### src/rtl/sfe_pkg.sv
package sfe_pkg;
  localparam logic [7:0] OP_WREN   = 8'h06;
  localparam logic [7:0] OP_STATUS = 8'h05;
  localparam logic [7:0] OP_SUBERS = 8'h20;
  localparam int BUSY_BIT = 0;
  localparam int WEL_BIT  = 1;
  localparam int CNT_W    = 6;  // saturating SCK edge counter
endpackage

### src/rtl/sfe_spi_rx.sv
module sfe_spi_rx
  import sfe_pkg::*;
#(
  parameter int ARR_AW = 7,
  parameter int SUB_AW = 4
) (
  input  logic                     clk_i,
  input  logic                     rst_ni,
  input  logic                     cs_ni,
  input  logic                     sck_i,
  input  logic                     mosi_i,
  input  logic                     lock_i,
  input  logic [7:0]               status_i,
  output logic                     miso_o,
  output logic                     cmd_end_o,
  output logic [CNT_W-1:0]         nbits_o,
  output logic [7:0]               op_o,
  output logic [ARR_AW-SUB_AW-1:0] idx_o
);
  localparam logic [CNT_W-1:0] CNT_MAX = '1;

  logic cs_q, sck_q, active, miso_q;
  logic [ARR_AW-1:0] addr_q;
  logic [2:0] rd_idx;

  wire cs_fall  = cs_q & ~cs_ni;
  wire cs_rise  = ~cs_q & cs_ni;
  wire sck_rise = ~sck_q & sck_i;
  wire sck_fall = sck_q & ~sck_i;

  always_ff @(posedge clk_i or negedge rst_ni) begin
    if (!rst_ni) begin
      cs_q    <= 1'b1;
      sck_q   <= 1'b0;
      active  <= 1'b0;
      nbits_o <= '0;
      op_o    <= '0;
      addr_q  <= '0;
      miso_q  <= 1'b0;
      rd_idx  <= 3'd7;
    end else begin
      cs_q  <= cs_ni;
      sck_q <= sck_i;
      if (cs_fall) begin
        active  <= ~lock_i;  // frames opened during recovery stay dead
        nbits_o <= '0;
        rd_idx  <= 3'd7;
        miso_q  <= 1'b0;
      end else if (cs_rise) begin
        active <= 1'b0;
      end else if (active && sck_rise) begin
        if (nbits_o != CNT_MAX) nbits_o <= nbits_o + 1'b1;
        if (nbits_o < CNT_W'(8)) op_o <= {op_o[6:0], mosi_i};
        else if (nbits_o < CNT_W'(32)) addr_q <= {addr_q[ARR_AW-2:0], mosi_i};
      end else if (active && sck_fall && nbits_o >= CNT_W'(8) && op_o == OP_STATUS) begin
        miso_q <= status_i[rd_idx];
        rd_idx <= rd_idx - 1'b1;
      end
    end
  end

  assign miso_o    = miso_q & active;
  assign cmd_end_o = cs_rise & active;
  assign idx_o     = addr_q[ARR_AW-1:SUB_AW];

  p_lock_frame_r10: assert property (@(posedge clk_i) disable iff (!rst_ni)
    (cs_fall && lock_i) |=> !active);
endmodule

### src/rtl/sfe_erase_seq.sv
module sfe_erase_seq #(
  parameter int SUB_AW      = 4,
  parameter int IDX_W       = 3,
  parameter int ERASE_CYC   = 400,
  parameter int WEL_CLR_CYC = 300
) (
  input  logic                    clk_i,
  input  logic                    rst_ni,
  input  logic                    start_i,
  input  logic [IDX_W-1:0]        idx_i,
  output logic                    busy_o,
  output logic                    wel_clr_o,
  output logic                    we_o,
  output logic [IDX_W+SUB_AW-1:0] waddr_o
);
  localparam int TW        = $clog2(ERASE_CYC);
  localparam int SUB_BYTES = 1 << SUB_AW;

  logic [TW-1:0]    tmr;
  logic [IDX_W-1:0] idx_q;

  always_ff @(posedge clk_i or negedge rst_ni) begin
    if (!rst_ni) begin
      busy_o <= 1'b0;
      tmr    <= '0;
      idx_q  <= '0;
    end else if (start_i && !busy_o) begin
      busy_o <= 1'b1;
      tmr    <= '0;
      idx_q  <= idx_i;
    end else if (busy_o) begin
      if (tmr == TW'(ERASE_CYC - 1)) busy_o <= 1'b0;
      else tmr <= tmr + 1'b1;
    end
  end

  // one byte per clock, then idle out the rest of the cycle time
  assign we_o      = busy_o && ({1'b0, tmr} < (TW+1)'(SUB_BYTES));
  assign waddr_o   = {idx_q, tmr[SUB_AW-1:0]};
  assign wel_clr_o = busy_o && (tmr == TW'(WEL_CLR_CYC));

  p_busy_hold_r5: assert property (@(posedge clk_i) disable iff (!rst_ni)
    (busy_o && tmr != TW'(ERASE_CYC - 1)) |=> busy_o);
  p_target_stable_r8: assert property (@(posedge clk_i) disable iff (!rst_ni)
    busy_o |=> $stable(idx_q));
endmodule

### src/rtl/sfe_array.sv
module sfe_array #(
  parameter int AW = 7
) (
  input  logic          clk_i,
  input  logic          ers_we_i,
  input  logic [AW-1:0] ers_addr_i,
  input  logic          bk_we_i,
  input  logic [AW-1:0] bk_addr_i,
  input  logic [7:0]    bk_wdata_i,
  output logic [7:0]    bk_rdata_o
);
  localparam int DEPTH = 1 << AW;

  logic [7:0] mem [DEPTH];

  // non-volatile: no reset; erase wins over the test port
  always_ff @(posedge clk_i) begin
    if (ers_we_i) mem[ers_addr_i] <= 8'hFF;
    else if (bk_we_i) mem[bk_addr_i] <= bk_wdata_i;
  end

  assign bk_rdata_o = mem[bk_addr_i];
endmodule

### src/rtl/sfe_subsector_erase.sv
module sfe_subsector_erase
  import sfe_pkg::*;
#(
  parameter int ARR_AW      = 7,
  parameter int SUB_AW      = 4,
  parameter int ERASE_CYC   = 400,
  parameter int WEL_CLR_CYC = 300,
  parameter int REC_CYC     = 20,
  localparam int NSUB       = 1 << (ARR_AW - SUB_AW)
) (
  input  logic              clk_i,
  input  logic              rst_ni,
  input  logic              cs_ni,
  input  logic              sck_i,
  input  logic              mosi_i,
  output logic              miso_o,
  input  logic [NSUB-1:0]   prot_i,
  input  logic              mem_we_i,
  input  logic [ARR_AW-1:0] mem_addr_i,
  input  logic [7:0]        mem_wdata_i,
  output logic [7:0]        mem_rdata_o
);
  localparam int IDX_W = ARR_AW - SUB_AW;
  localparam int RW    = $clog2(REC_CYC + 1);

  logic             cmd_end, busy, wel, wel_clr, ers_we, start, wren_ok;
  logic [CNT_W-1:0] nbits;
  logic [7:0]       op, status;
  logic [IDX_W-1:0] idx;
  logic [ARR_AW-1:0] ers_addr;
  logic [RW-1:0]    rec_cnt;

  wire lock = (rec_cnt != '0);

  always_ff @(posedge clk_i or negedge rst_ni) begin
    if (!rst_ni) rec_cnt <= RW'(REC_CYC);
    else if (lock) rec_cnt <= rec_cnt - 1'b1;
  end

  always_comb begin
    status           = '0;
    status[BUSY_BIT] = busy;
    status[WEL_BIT]  = wel;
  end

  sfe_spi_rx #(.ARR_AW(ARR_AW), .SUB_AW(SUB_AW)) u_rx (
    .clk_i, .rst_ni, .cs_ni, .sck_i, .mosi_i,
    .lock_i(lock), .status_i(status), .miso_o,
    .cmd_end_o(cmd_end), .nbits_o(nbits), .op_o(op), .idx_o(idx)
  );

  assign wren_ok = cmd_end && op == OP_WREN && nbits == CNT_W'(8) && !busy;
  assign start   = cmd_end && op == OP_SUBERS && nbits == CNT_W'(32)
                   && wel && !busy && !prot_i[idx];

  always_ff @(posedge clk_i or negedge rst_ni) begin
    if (!rst_ni) wel <= 1'b0;
    else if (wel_clr) wel <= 1'b0;
    else if (wren_ok) wel <= 1'b1;
  end

  sfe_erase_seq #(
    .SUB_AW(SUB_AW), .IDX_W(IDX_W),
    .ERASE_CYC(ERASE_CYC), .WEL_CLR_CYC(WEL_CLR_CYC)
  ) u_seq (
    .clk_i, .rst_ni, .start_i(start), .idx_i(idx),
    .busy_o(busy), .wel_clr_o(wel_clr), .we_o(ers_we), .waddr_o(ers_addr)
  );

  sfe_array #(.AW(ARR_AW)) u_mem (
    .clk_i, .ers_we_i(ers_we), .ers_addr_i(ers_addr),
    .bk_we_i(mem_we_i), .bk_addr_i(mem_addr_i),
    .bk_wdata_i(mem_wdata_i), .bk_rdata_o(mem_rdata_o)
  );

  p_start_wel_r1: assert property (@(posedge clk_i) disable iff (!rst_ni)
    start |-> wel);
  p_start_unprot_r7: assert property (@(posedge clk_i) disable iff (!rst_ni)
    start |-> !prot_i[idx]);
  p_wel_first_r6: assert property (@(posedge clk_i) disable iff (!rst_ni)
    $fell(busy) |-> !wel);
  p_no_start_locked_r10: assert property (@(posedge clk_i) disable iff (!rst_ni)
    lock |-> !start);
endmodule

### config.mk
export PLATFORM = sky130hd
export DESIGN_NAME = sfe_subsector_erase
export DESIGN_NICKNAME = d
export VERILOG_FILES = /design/src/rtl/sfe_pkg.sv /design/src/rtl/sfe_spi_rx.sv /design/src/rtl/sfe_erase_seq.sv /design/src/rtl/sfe_array.sv /design/src/rtl/sfe_subsector_erase.sv
export SDC_FILE = /design/constraint.sdc
export NUM_CORES = 1
export LEC_CHECK = 0
export BUFFER_PORTS_ARGS = -buffer_cell sky130_fd_sc_hd__clkbuf_2
export CORE_MARGIN = 8
export CORE_UTILIZATION = 45
export CTS_CLUSTER_DIAMETER = 60
export DETAILED_ROUTE_END_ITERATION = 8
export GPL_TIMING_DRIVEN = 0
export HOLD_SLACK_MARGIN = 0.02
export MAX_ROUTING_LAYER = met4
export PLACE_DENSITY = 0.72
export SLEW_MARGIN = 30
export SYNTH_ARGS = -nofsm -noshare
export SYNTH_HDL_FRONTEND = slang
export SYNTH_HIERARCHICAL = 1
export SYNTH_SLANG_ARGS = --single-unit
### constraint.sdc
create_clock -name clk_i -period 6.05 [get_ports clk_i]
set_input_delay 0.605 -clock clk_i [delete_from_list [all_inputs] [get_ports clk_i]]
set_output_delay 0.605 -clock clk_i [all_outputs]
set_load 0.02 [all_outputs]
==> results.yml <==
status:
  outcome: "finished, final reports clean"
synthesis:
  synth_edf_count: 1024
  syn_area_per_cell_um2: 22.5
  ys_ff_latch: 1071
  yosysTopAreaCell: "edfxtp_1"
  yosysUniqueCellTypes: 64
  ys_top_cells_by_area: "edfxtp_1 73%, mux4_2 18%, dfrtp_1 2.4%"
  yosysWarnings: 6
  synth_area_um2: 42300
  synthCells: 1882
  async_reset_ff_share_pct: 4.39
  ys_seq_area_share_pct: 75.5
  ys.flop_type: "edfxtp_1"
  yosysTopAreaCellShare_pct: 72.7
power:
  power.leakage_nw: 15.1
  p_total_mw: 15.7
  p_per_area_nw_per_um2: 326
  ir_worst_vdd_v: 0.000246
drt:
  firstDrtPassIters: 6
  wirelength_um: 99400
  ant_nets: 0
  routedWlPerCell_um: 29.2
  drc: 0
  vias: 20700
  drt_iter0_markers: 3034
  vias_per_cell: 6.09
critical_path:
  cp_data_required_time_ns: 6.37
  crit_fanout: 10
  path_cells: "nor4b_1 -> nor3b_2 -> nand2b_1 -> buf_1 -> mux2i_1 -> nand4_1 -> clkbuf_2 -> buf_16 -> nor2_1"
  crit_slowest_cell: "nor2_1"
  crit_buf_inv: 3
  crit_family: "simple AND/OR/NAND/NOR gates"
  startpoint_type: "flip-flop"
  cp_data_arrival_time_ns: 5.42
  cpPeakStageDelay_ns: 0.66
  end_kind: "flip-flop"
  path_class: "reg2reg"
global_routing:
  grt_pass1_vias: 20900
  grt_use_met3_pct: 3.87
  gr-max-usage-layer: "met2"
  gr-usage-met2_pct: 30.8
  overflow: 0
  use_met1_pct: 26.1
  grt_max_degree: 62
  gr-usage-all-layers_pct: 19.6
  antenna_found_initial: 4
  grt_pass1_wl_um: 145000
sta:
  finalCritPeriodShare_pct: 84.3
  min_period_ns: 5.10
  tns_ns: 0
  worst_slack_ns: 0.947
  relSlewSlack_pct: 33.0
  maxSlewViolCount: 0
  timing.fmax_ghz: 0.196
  hold_viol: 0
  rsz0062_at_grt: "false"
  worstMarginPinSlew_ns: 1.00
  setup_viol: 0
  skew_ns: 0.0753
clocking:
  cts_setup_buffers: 0
  cts_buffers: 108
  cts-root-buf: "clkbuf_16"
  clk_path_buf_depth: 3
  hold_buffers: 1
  clkSinkCount: 1071
  htreeDepth: 3
  cts_resized: 0
  clk_pin_slew_ns: 0.06
  clkLatencyLatePin_ns: 0.71
  cts_tree: "done"
cells_and_area:
  finalNetCount: 2086
  fin_cells: 3400
  drive_gt1_share_pct: 31.6
  fin_util_pct: 51.7
  area_delta_synth_final_pct: 13.9
placed_design:
  place_worst_setup_slack_ns: 1.14
  place.gp.congestion: 0.833
  hpwl_um: 67000
  placed_cells: 3193
  portBuffers: 32
floorplanning:
  die_w_um: 323
  dieHeight_um: 323
  fp-row-count: 112
  die_area_um2: 104000
  core_um2: 93200
  io_pins: 38
  initial_core_util_pct: 45.4
flow_run:
  cap_violations: 0
hold_path:
  hp-class: "in2reg"
==> cells in the mapped netlist (all sizes together), types with 2 or more instances <==
cell type,number
clkbuf,50
nor2b,2
nor4bb,4
dfrtp,41
ha,7
and2,3
nor4b,6
a41oi,2
a21oi,8
nor4,3
inv,18
o211ai,4
nor2,138
nand2b,4
or2,10
a31o,8
edfxtp,1024
or3,5
mux2,31
buf,53
nand3b,2
o31ai,3
nor3,4
or4b,2
nand4,10
mux4,340
dfstp,6
o21ai,9
o21a,2
xnor2,4
and4,3
a21o,2
mux2i,7
nand4b,2
nand2,29
nand3,21
==> flip-flops by register name (all words and copies together), names as in the netlist, 3 cells and up <==
signal        count
u_seq/tmr         9
u_rx/rd_idx       3
rec_cnt           5
u_rx/op_o         8
u_rx/nbits_o      6
u_seq/idx_q       3
u_mem/mem      1024
u_rx/addr_q       7
==> path summary, 6_finish.rpt <==
kind / startpoint / to / slack [ns] / depth (start not counted)
min in group asynchronous: rst_ni / u_rx/op_o[3]$_DFFE_PN0P_ / 0.54 / 2
worst min-delay path: cs_ni / u_rx/cs_q$_DFF_PN1_ / 0.09 / 1
worst max register to register: u_seq/busy_o$_DFF_PN0_ / u_mem/mem[40][0]$_DFFE_PP_ / 0.95 / 9
worst min register to register: u_rx/addr_q[6]$_DFFE_PN0P_ / u_rx/addr_q[6]$_DFFE_PN0P_ / 0.49 / 1
worst max-delay path: u_seq/busy_o$_DFF_PN0_ / u_mem/mem[40][0]$_DFFE_PP_ / 0.95 / 9
max in group asynchronous: rst_ni / u_seq/tmr[0]$_DFFE_PN0P_ / 5.07 / 2
==> worst reg2reg max path, stage by stage, from the launching register on <==
cell and delay (ns):
dfrtp_1 0.54, nor4b_1 0.41, nor3b_2 0.65, nand2b_1 0.31, buf_1 0.47, mux2i_1 0.65, nand4_1 0.42, clkbuf_2 0.40
buf_16 0.26, nor2_1 0.66
==> cells in the final DEF, fill, tap and decap left out, drive strengths merged, types with 3 or more instances in the layout <==
cell,Yosys,layout
a21oi,8,8
a31o,8,8
and2,3,3
and4,3,3
buf,53,68
bufinv,0,10
clkbuf,50,213
clkinv,1,52
clkinvlp,0,8
conb,1,6
dfrtp,41,41
dfstp,6,6
edfxtp,1024,1024
ha,7,7
inv,18,27
mux2,31,31
mux2i,7,7
mux4,340,340
nand2,29,29
nand2b,4,4
nand3,21,21
nand4,10,10
nor2,138,138
nor3,4,4
nor4,3,3
nor4b,6,6
nor4bb,4,4
o211ai,4,4
o21ai,9,9
o31ai,3,3
or2,10,10
or3,5,5
xnor2,4,4
==> kinds of logic (layout without fill, tap and decap cells) <==
logic type                 Yosys count  count (layout)  share of synthesized area [%]
buffers and inverters              122             379                           1.35
other                                1               8                        0.00887
xor gates and xnor gates             4               4                         0.0829
DFF                               1071            1071                           75.5
muxes                              378             378                           19.1
AOI/OAI and AO/OA                   48              48                          0.829
adders and majority gates            7               7                          0.207
and+or+nand+nor                    251             251                           2.88
==> layer usage <==
metal / share of wire [%] / routed length [µm] / vias up
li1: - / - / 8290
met1: 38 / 37700 / 11000
met2: 48 / 48000 / 1210
met3: 10 / 10300 / 210
met4: 3.4 / 3430 / 0
met5: 0 / 0 / -
==> where the power goes <==
group | switching (mW) | internal, mW
registers | 0.0239 | 8.15
clock network | 2.88 | 3.78
logic | 0.515 | 0.342
total | 3.42 | 12.3
==> cell type report <==
type / count / area, µm²
fill: 6995 / 45000
sequential: 1071 / 31900
multi-input combinational: 694 / 9820
clock buffer: 126 / 2790
tap: 1254 / 1570
clock inverter: 78 / 817
timing repair buffer: 53 / 626
buffer: 103 / 520
inverter: 19 / 71.3
antenna: 2 / 5.00
==> per-stage QoR <==
stage | area [µm²] | hold slack (ns)
after CTS | 48100 | 0.0452
after global routing | 48200 | 0.0644
after detailed placement | 44500 | 0.483
final | 48200 | 0.0932
after floorplan | 42300 | 0.309
after global placement | 44000 | 0.472
Power figures use the tool's default switching activity.
